--- src/rtl/txf_pkg.sv ---
package txf_pkg;
    typedef enum logic [1:0] {
        SEL_COUNT = 2'd0,
        SEL_DATA  = 2'd1,
        SEL_CMD   = 2'd2,
        SEL_MASK  = 2'd3
    } reg_sel_e;

    localparam int EMPTY_BIT     = 3;
    localparam int READY_BIT     = 7;
    localparam logic [3:0] OP_CLR_READY = 4'h3;
    localparam logic [3:0] OP_RST_TX    = 4'h2;

    typedef struct packed {
        logic load_count;
        logic data_wr;
        logic clr_ready;
        logic rst_tx;
        logic mask_wr;
    } wr_decode_t;
endpackage

--- src/rtl/txf_decode.sv ---
module txf_decode
    import txf_pkg::*;
(
    input  logic        wr_en,
    input  logic [1:0]  wr_addr,
    input  logic [31:0] wr_data,
    output wr_decode_t  dec
);
    reg_sel_e sel;

    always_comb begin
        sel            = reg_sel_e'(wr_addr);
        dec            = '0;
        dec.load_count = wr_en && (sel == SEL_COUNT);
        dec.data_wr    = wr_en && (sel == SEL_DATA);
        dec.mask_wr    = wr_en && (sel == SEL_MASK);
        dec.clr_ready  = wr_en && (sel == SEL_CMD) && (wr_data[11:8] == OP_CLR_READY);
        dec.rst_tx     = wr_en && (sel == SEL_CMD) && (wr_data[7:4]  == OP_RST_TX);
    end
endmodule

--- src/rtl/txf_fifo.sv ---
module txf_fifo #(
    parameter int DEPTH = 4,
    parameter int DW    = 8
) (
    input  logic          clk,
    input  logic          rst_n,
    input  logic          push,
    input  logic [DW-1:0] din,
    input  logic          pop,
    input  logic          flush,
    output logic [DW-1:0] dout,
    output logic          empty,
    output logic          full
);
    localparam int AW = (DEPTH > 1) ? $clog2(DEPTH) : 1;
    localparam int LW = $clog2(DEPTH + 1);

    typedef struct packed {
        logic [DEPTH-1:0][DW-1:0] mem;
        logic [AW-1:0]            wp;
        logic [AW-1:0]            rp;
        logic [LW-1:0]            level;
    } fifo_st_t;

    fifo_st_t st_d, st_q;

    function automatic logic [AW-1:0] bump(input logic [AW-1:0] p);
        return (p == AW'(DEPTH - 1)) ? '0 : p + 1'b1;
    endfunction

    always_comb begin
        st_d = st_q;
        if (flush) begin
            st_d.wp    = '0;
            st_d.rp    = '0;
            st_d.level = '0;
        end else begin
            if (push && !full) begin
                st_d.mem[st_q.wp] = din;
                st_d.wp           = bump(st_q.wp);
            end
            if (pop && !empty)
                st_d.rp = bump(st_q.rp);
            st_d.level = st_q.level + LW'(push && !full) - LW'(pop && !empty);
        end
    end

    always_ff @(posedge clk or negedge rst_n) begin
        if (!rst_n) st_q <= '0;
        else        st_q <= st_d;
    end

    assign dout  = st_q.mem[st_q.rp];
    assign empty = (st_q.level == '0);
    assign full  = (st_q.level == LW'(DEPTH));

    assert_level_bound_R4: assert property (@(posedge clk) disable iff (!rst_n)
        st_q.level <= LW'(DEPTH));
    assert_full_push_hold_R4: assert property (@(posedge clk) disable iff (!rst_n)
        (full && push && !pop && !flush) |=> full);
endmodule

--- src/rtl/txf_counted_front.sv ---
module txf_counted_front
    import txf_pkg::*;
#(
    parameter int DEPTH = 4,
    parameter int CNT_W = 16
) (
    input  logic        clk,
    input  logic        rst_n,
    input  logic        wr_en,
    input  logic [1:0]  wr_addr,
    input  logic [31:0] wr_data,
    output logic [7:0]  ser_data,
    output logic        ser_valid,
    input  logic        ser_ready,
    output logic [7:0]  status,
    output logic [7:0]  int_status,
    output logic        irq
);
    typedef struct packed {
        logic [CNT_W-1:0] accept;
        logic [CNT_W-1:0] send;
        logic             ready;
        logic             mask;
    } front_st_t;

    front_st_t  st_d, st_q;
    wr_decode_t dec;
    logic       f_empty, f_full, f_push, f_pop;

    txf_decode i_decode (
        .wr_en   (wr_en),
        .wr_addr (wr_addr),
        .wr_data (wr_data),
        .dec     (dec)
    );

    assign f_push = dec.data_wr && (st_q.accept != '0) && !f_full && !dec.rst_tx;
    assign f_pop  = ser_valid && ser_ready;

    txf_fifo #(.DEPTH(DEPTH), .DW(8)) i_fifo (
        .clk   (clk),
        .rst_n (rst_n),
        .push  (f_push),
        .din   (wr_data[7:0]),
        .pop   (f_pop),
        .flush (dec.rst_tx),
        .dout  (ser_data),
        .empty (f_empty),
        .full  (f_full)
    );

    always_comb begin
        st_d = st_q;
        if (f_push)
            st_d.accept = st_q.accept - 1'b1;
        if (f_pop && st_q.send != '0)
            st_d.send = st_q.send - 1'b1;
        if (dec.load_count) begin
            st_d.accept = wr_data[CNT_W-1:0];
            st_d.send   = wr_data[CNT_W-1:0];
        end
        if (dec.rst_tx) begin
            st_d.accept = '0;
            st_d.send   = '0;
        end
        if (dec.mask_wr)
            st_d.mask = wr_data[READY_BIT];
        if (dec.clr_ready)
            st_d.ready = 1'b0;
        if (f_pop && st_q.send == CNT_W'(1))
            st_d.ready = 1'b1;
    end

    always_ff @(posedge clk or negedge rst_n) begin
        if (!rst_n) st_q <= '0;
        else        st_q <= st_d;
    end

    assign ser_valid = !f_empty;

    always_comb begin
        status                = '0;
        status[EMPTY_BIT]     = f_empty;
        int_status            = '0;
        int_status[READY_BIT] = st_q.ready;
    end

    assign irq = st_q.ready && st_q.mask;

    assert_ready_rise_R5: assert property (@(posedge clk) disable iff (!rst_n)
        $rose(int_status[READY_BIT]) |-> $past(ser_valid && ser_ready));
    assert_irq_gate_R7: assert property (@(posedge clk) disable iff (!rst_n)
        irq |-> (int_status[READY_BIT] && st_q.mask));
    assert_flush_empty_R8: assert property (@(posedge clk) disable iff (!rst_n)
        dec.rst_tx |=> (!ser_valid && status[EMPTY_BIT]));
    assert_hold_stall_R10: assert property (@(posedge clk) disable iff (!rst_n)
        (ser_valid && !ser_ready && !dec.rst_tx) |=> (ser_valid && $stable(ser_data)));
    assert_ignore_no_count_R4: assert property (@(posedge clk) disable iff (!rst_n)
        (dec.data_wr && st_q.accept == '0 && !ser_valid) |=> !ser_valid);
endmodule

--- config.mk ---
export PLATFORM = sky130hd
export DESIGN_NAME = txf_counted_front
export DESIGN_NICKNAME = d
export VERILOG_FILES = /design/src/rtl/txf_pkg.sv /design/src/rtl/txf_decode.sv /design/src/rtl/txf_fifo.sv /design/src/rtl/txf_counted_front.sv
export SDC_FILE = /design/constraint.sdc
export NUM_CORES = 1
export LEC_CHECK = 0
export BUFFER_PORTS_ARGS = -buffer_cell sky130_fd_sc_hd__buf_2
export CAP_MARGIN = 20
export CORE_ASPECT_RATIO = 1.5
export CORE_UTILIZATION = 57
export DETAILED_ROUTE_END_ITERATION = 6
export PLACE_DENSITY_LB_ADDON = 0.08
export SETUP_SLACK_MARGIN = 0.5
export SYNTH_ARGS = -nofsm -noshare
export SYNTH_HDL_FRONTEND = slang
export SYNTH_SLANG_ARGS = --single-unit
--- constraint.sdc ---
create_clock -name clk -period 6.01 [get_ports clk]
set_clock_uncertainty 0.05 [all_clocks]
set_input_delay 0 -clock clk [delete_from_list [all_inputs] [get_ports clk]]
set_output_delay 0 -clock clk [all_outputs]
set_load 0.05 [all_outputs]
==> metrics.txt <==
status=finished, violations left; failing checks=DRC; slack of the worst reg-to-reg path=3.06 ns; setup TNS=0 ns; critical-path maximum fanout=12; average size of a mapped cell=11.06 um^2; number of buffers inserted by port buffering=33; critical path endpoint category=flop; synthesized area=4081 um^2; initial antenna violation count=0; Floorplan Core Area=6898 um^2; number of storage elements in the synthesis netlist=73; overflow left after global routing=0; setup repair after global routing missed its margin=no; adder-cell share of the synthesized area=0.03863; relative contribution of combinational cells to total power=0.406; placed wire-length estimate after detailed placement=6487 um; Wirelength per Cell=18.53 um; slowest stage cell on the critical path=sky130_fd_sc_hd__dfrtp_1; Crit Reg-Reg Startpoint=st_q[18]; top cells by area, synth=sky130_fd_sc_hd__dfrtp_1 (45%), sky130_fd_sc_hd__mux2_2 (9.7%), sky130_fd_sc_hd__mux4_2 (4.4%); sequential share of the synthesized area=0.4476; Initial Util=0.5917; via count of the first global-routing pass=3169; final critical path time including I/O delays and setup=2.948 ns; die span in y=105.6 um; number of setup buffers added after CTS=0; post-synth top area share=0.4476; Maximum Capacitance Violations=0; worst min-delay path class=input port to flop; GPL Wtd Cong=0.8356; vias=3048; main combinational cell family by area after synthesis=simple AND/OR/NAND/NOR gates; Worst-Skew Late Latency=0.35 ns; WHS Path Cells=3; detailed-route wire length=9341 um; final hold slack=0.01646 ns; first-pass GRT wire length=15280 um; P_leak=1.965 nW; count of mapped cells out of synthesis=369; Clock Power Share=0.174; Post-synth EDFFs=0; commonest register cell after synthesis=sky130_fd_sc_hd__dfrtp_1; fin nets=471; most common library cells after synthesis=sky130_fd_sc_hd__dfrtp_1 (73), sky130_fd_sc_hd__mux2_2 (35), sky130_fd_sc_hd__nor2_1 (24); die area=7510 um^2; number of warnings printed during yosys synthesis=0; count of endpoints failing hold in the final timing report=0; critical path startpoint category=flop; Syn-to-layout area delta=12.81%; Reg clk slew, reported paths=0.08 ns; number of distinct library cells after synthesis=61; end of the worst register-to-register path=i_fifo.st_q[2]; internal power component=1.217 mW; synthesized-area fraction occupied by and/or/nand/nor cells=0.1665; peak clock frequency supported by timing=339.2 MHz; layout cell share with drive strength beyond 1=0.2653; Switching Fraction=0.4075; clock tree buffer depth=2; Crit Path Category=flop to flop; power density over cell area=445.9 nW/um^2; critical hold path startpoint=wr_data[10]; end point of the most critical hold path=st_q[12]; total DRC errors in the routed layout=6; leading cell type by number of instances after synthesis=sky130_fd_sc_hd__dfrtp_1; die span in x=71.09 um; Ant. Diodes=0; Synth area leader=sky130_fd_sc_hd__dfrtp_1; Sequential Power Share=0.420; VDD IR max=0.0003231 V; fraction of registers with async set or reset after synthesis=1.000; Inserted Clock Buffers=9; fraction of the mapped netlist area in compound gates=0.1024; Sink Count=73; Psw=0.8365 mW; GRT Resource Usage Total=0.2711; post-synthesis mux area share=0.1435; arrival time of data at the critical path endpoint=3.12 ns; Setup violations, final=0; worst max-slew margin expressed relative to the limit=0.3741; Worst Max-Slew Pin Slew=0.9388 ns; floorplan row count=37; total number of H-tree levels=3; max-slew violation total from the final report=0; Avg Vias per Cell=6.048; number of detailed-routing iterations run before antenna repair=6; clock tree from TritonCTS=yes; count of pins on the block boundary=64; part of the cycle the worst path needs=0.4905; number of DRC violations after detailed-routing iteration 0=234; delay of the slowest critical-path stage=0.41 ns; cells along the critical path=inv_1, ha_1, nor4b_1, nand4_1, nand2_2, inv_2, ha_1, fa_1, xnor2_1, xnor2_1, nor2_1; buffer cell driving the clock tree root=sky130_fd_sc_hd__clkbuf_8; maximum number of pins on one net before global-route repair=74; remaining antenna violation count=0; area share of xor/xnor cells in the synthesized design=0.04292; data required time of the critical path=6.18 ns; reg2reg path depth=11
## repair_timing
item / 4_1_cts / 5_1_grt
hold buffers: 20 / 0
resized for setup: 0 / 0
endpoints found under the hold margin: 119 / 0
endpoints found under the setup margin: 0 / 0
## power groups by stage
stage / Sequential, mW / Clock [mW] / Combinational (mW)
6_report: 0.863 / 0.357 / 0.833
5_1_grt: 0.891 / 0.383 / 0.899
4_1_cts: 0.863 / 0.365 / 0.838
3_5_place_dp: 0.871 / 0 / 0.822
3_3_place_gp: 0.854 / 0 / 0.807
2_1_floorplan: 0.798 / 0 / 0.717
## worst max-delay path, delay by kind of cell (launching register included)
family	cells	cell delay, ns
flops	1	0.41
xor+xnor	2	0.33
buf+inv	2	0.23
simple gates	4	0.86
fa+ha+maj	3	0.93
## final cells by class
| cell class | count | area [um^2] |
|---|---|---|
| clock inverter | 4 | 27.53 |
| timing repair buffer | 55 | 380.4 |
| inverter | 13 | 48.80 |
| clock buffer | 12 | 155.1 |
| multi-input combinational | 269 | 2068 |
| tap | 78 | 97.59 |
| fill | 542 | 2293 |
| sequential | 73 | 1827 |
## per-stage QoR
step | power, mW | utilization | setup slack [ns] | cell area (um^2) | instances
after floorplan | 1.515 | - | 3.134 | 4130 | 382
after global placement | 1.661 | 0.6120 | 3.137 | 4222 | 468
after detailed placement | 1.693 | 0.6120 | 3.085 | 4222 | 468
after CTS | 2.066 | 0.6675 | 3.033 | 4604 | 504
after global routing | 2.173 | 0.6675 | 2.860 | 4604 | 504
final | 2.053 | 0.6675 | 3.062 | 4604 | 504
## logic make-up after synthesis
| logic type | after synthesis |
|---|---|
| mux | 44 |
| compound gates | 64 |
| flops | 73 |
| simple gates | 115 |
| fa+ha+maj | 12 |
| other cells | 1 |
| buf+inv | 40 |
| xor+xnor | 20 |
## per-layer routing
metal	wire [um]	share of wire	up-vias	global-route usage
met4	235	0.025	0	0.1257
met3	236	0.025	15	0.05449
met2	5089	0.54	63	0.4801
met5	0	0	-	0
met1	3779	0.40	1538	0.3102
li1	-	-	1432	-
## worst max path at each step
stage	start	to	slack, ns
after floorplan	i_fifo.st_q[2]	i_fifo.st_q[2]	3.13
after global placement	st_q[18]	i_fifo.st_q[2]	3.14
after detailed placement	st_q[18]	i_fifo.st_q[2]	3.09
after CTS	st_q[18]	i_fifo.st_q[2]	3.03
after global routing	st_q[18]	i_fifo.st_q[2]	2.86
final	st_q[18]	i_fifo.st_q[2]	3.06
## state kept, by name (all words and copies together) (netlist names)
name         flops
i_fifo.st_q     39
st_q            33
int_status       1
## layout by cell type, fill, tap and decap left out, types with 10 or more instances in the layout
master	count
sky130_fd_sc_hd__buf_2	33
sky130_fd_sc_hd__clkbuf_8	11
sky130_fd_sc_hd__ha_1	11
sky130_fd_sc_hd__conb_1	14
sky130_fd_sc_hd__dfrtp_1	73
sky130_fd_sc_hd__nor3_1	13
sky130_fd_sc_hd__inv_1	11
sky130_fd_sc_hd__nor2_1	24
sky130_fd_sc_hd__o21ai_0	16
sky130_fd_sc_hd__mux2_2	35
sky130_fd_sc_hd__a21oi_1	18
sky130_fd_sc_hd__xnor2_1	14
sky130_fd_sc_hd__nand3_1	10
sky130_fd_sc_hd__nand2_1	18
sky130_fd_sc_hd__dlygate4sd3_1	20
(Power assumes the default switching activity.)
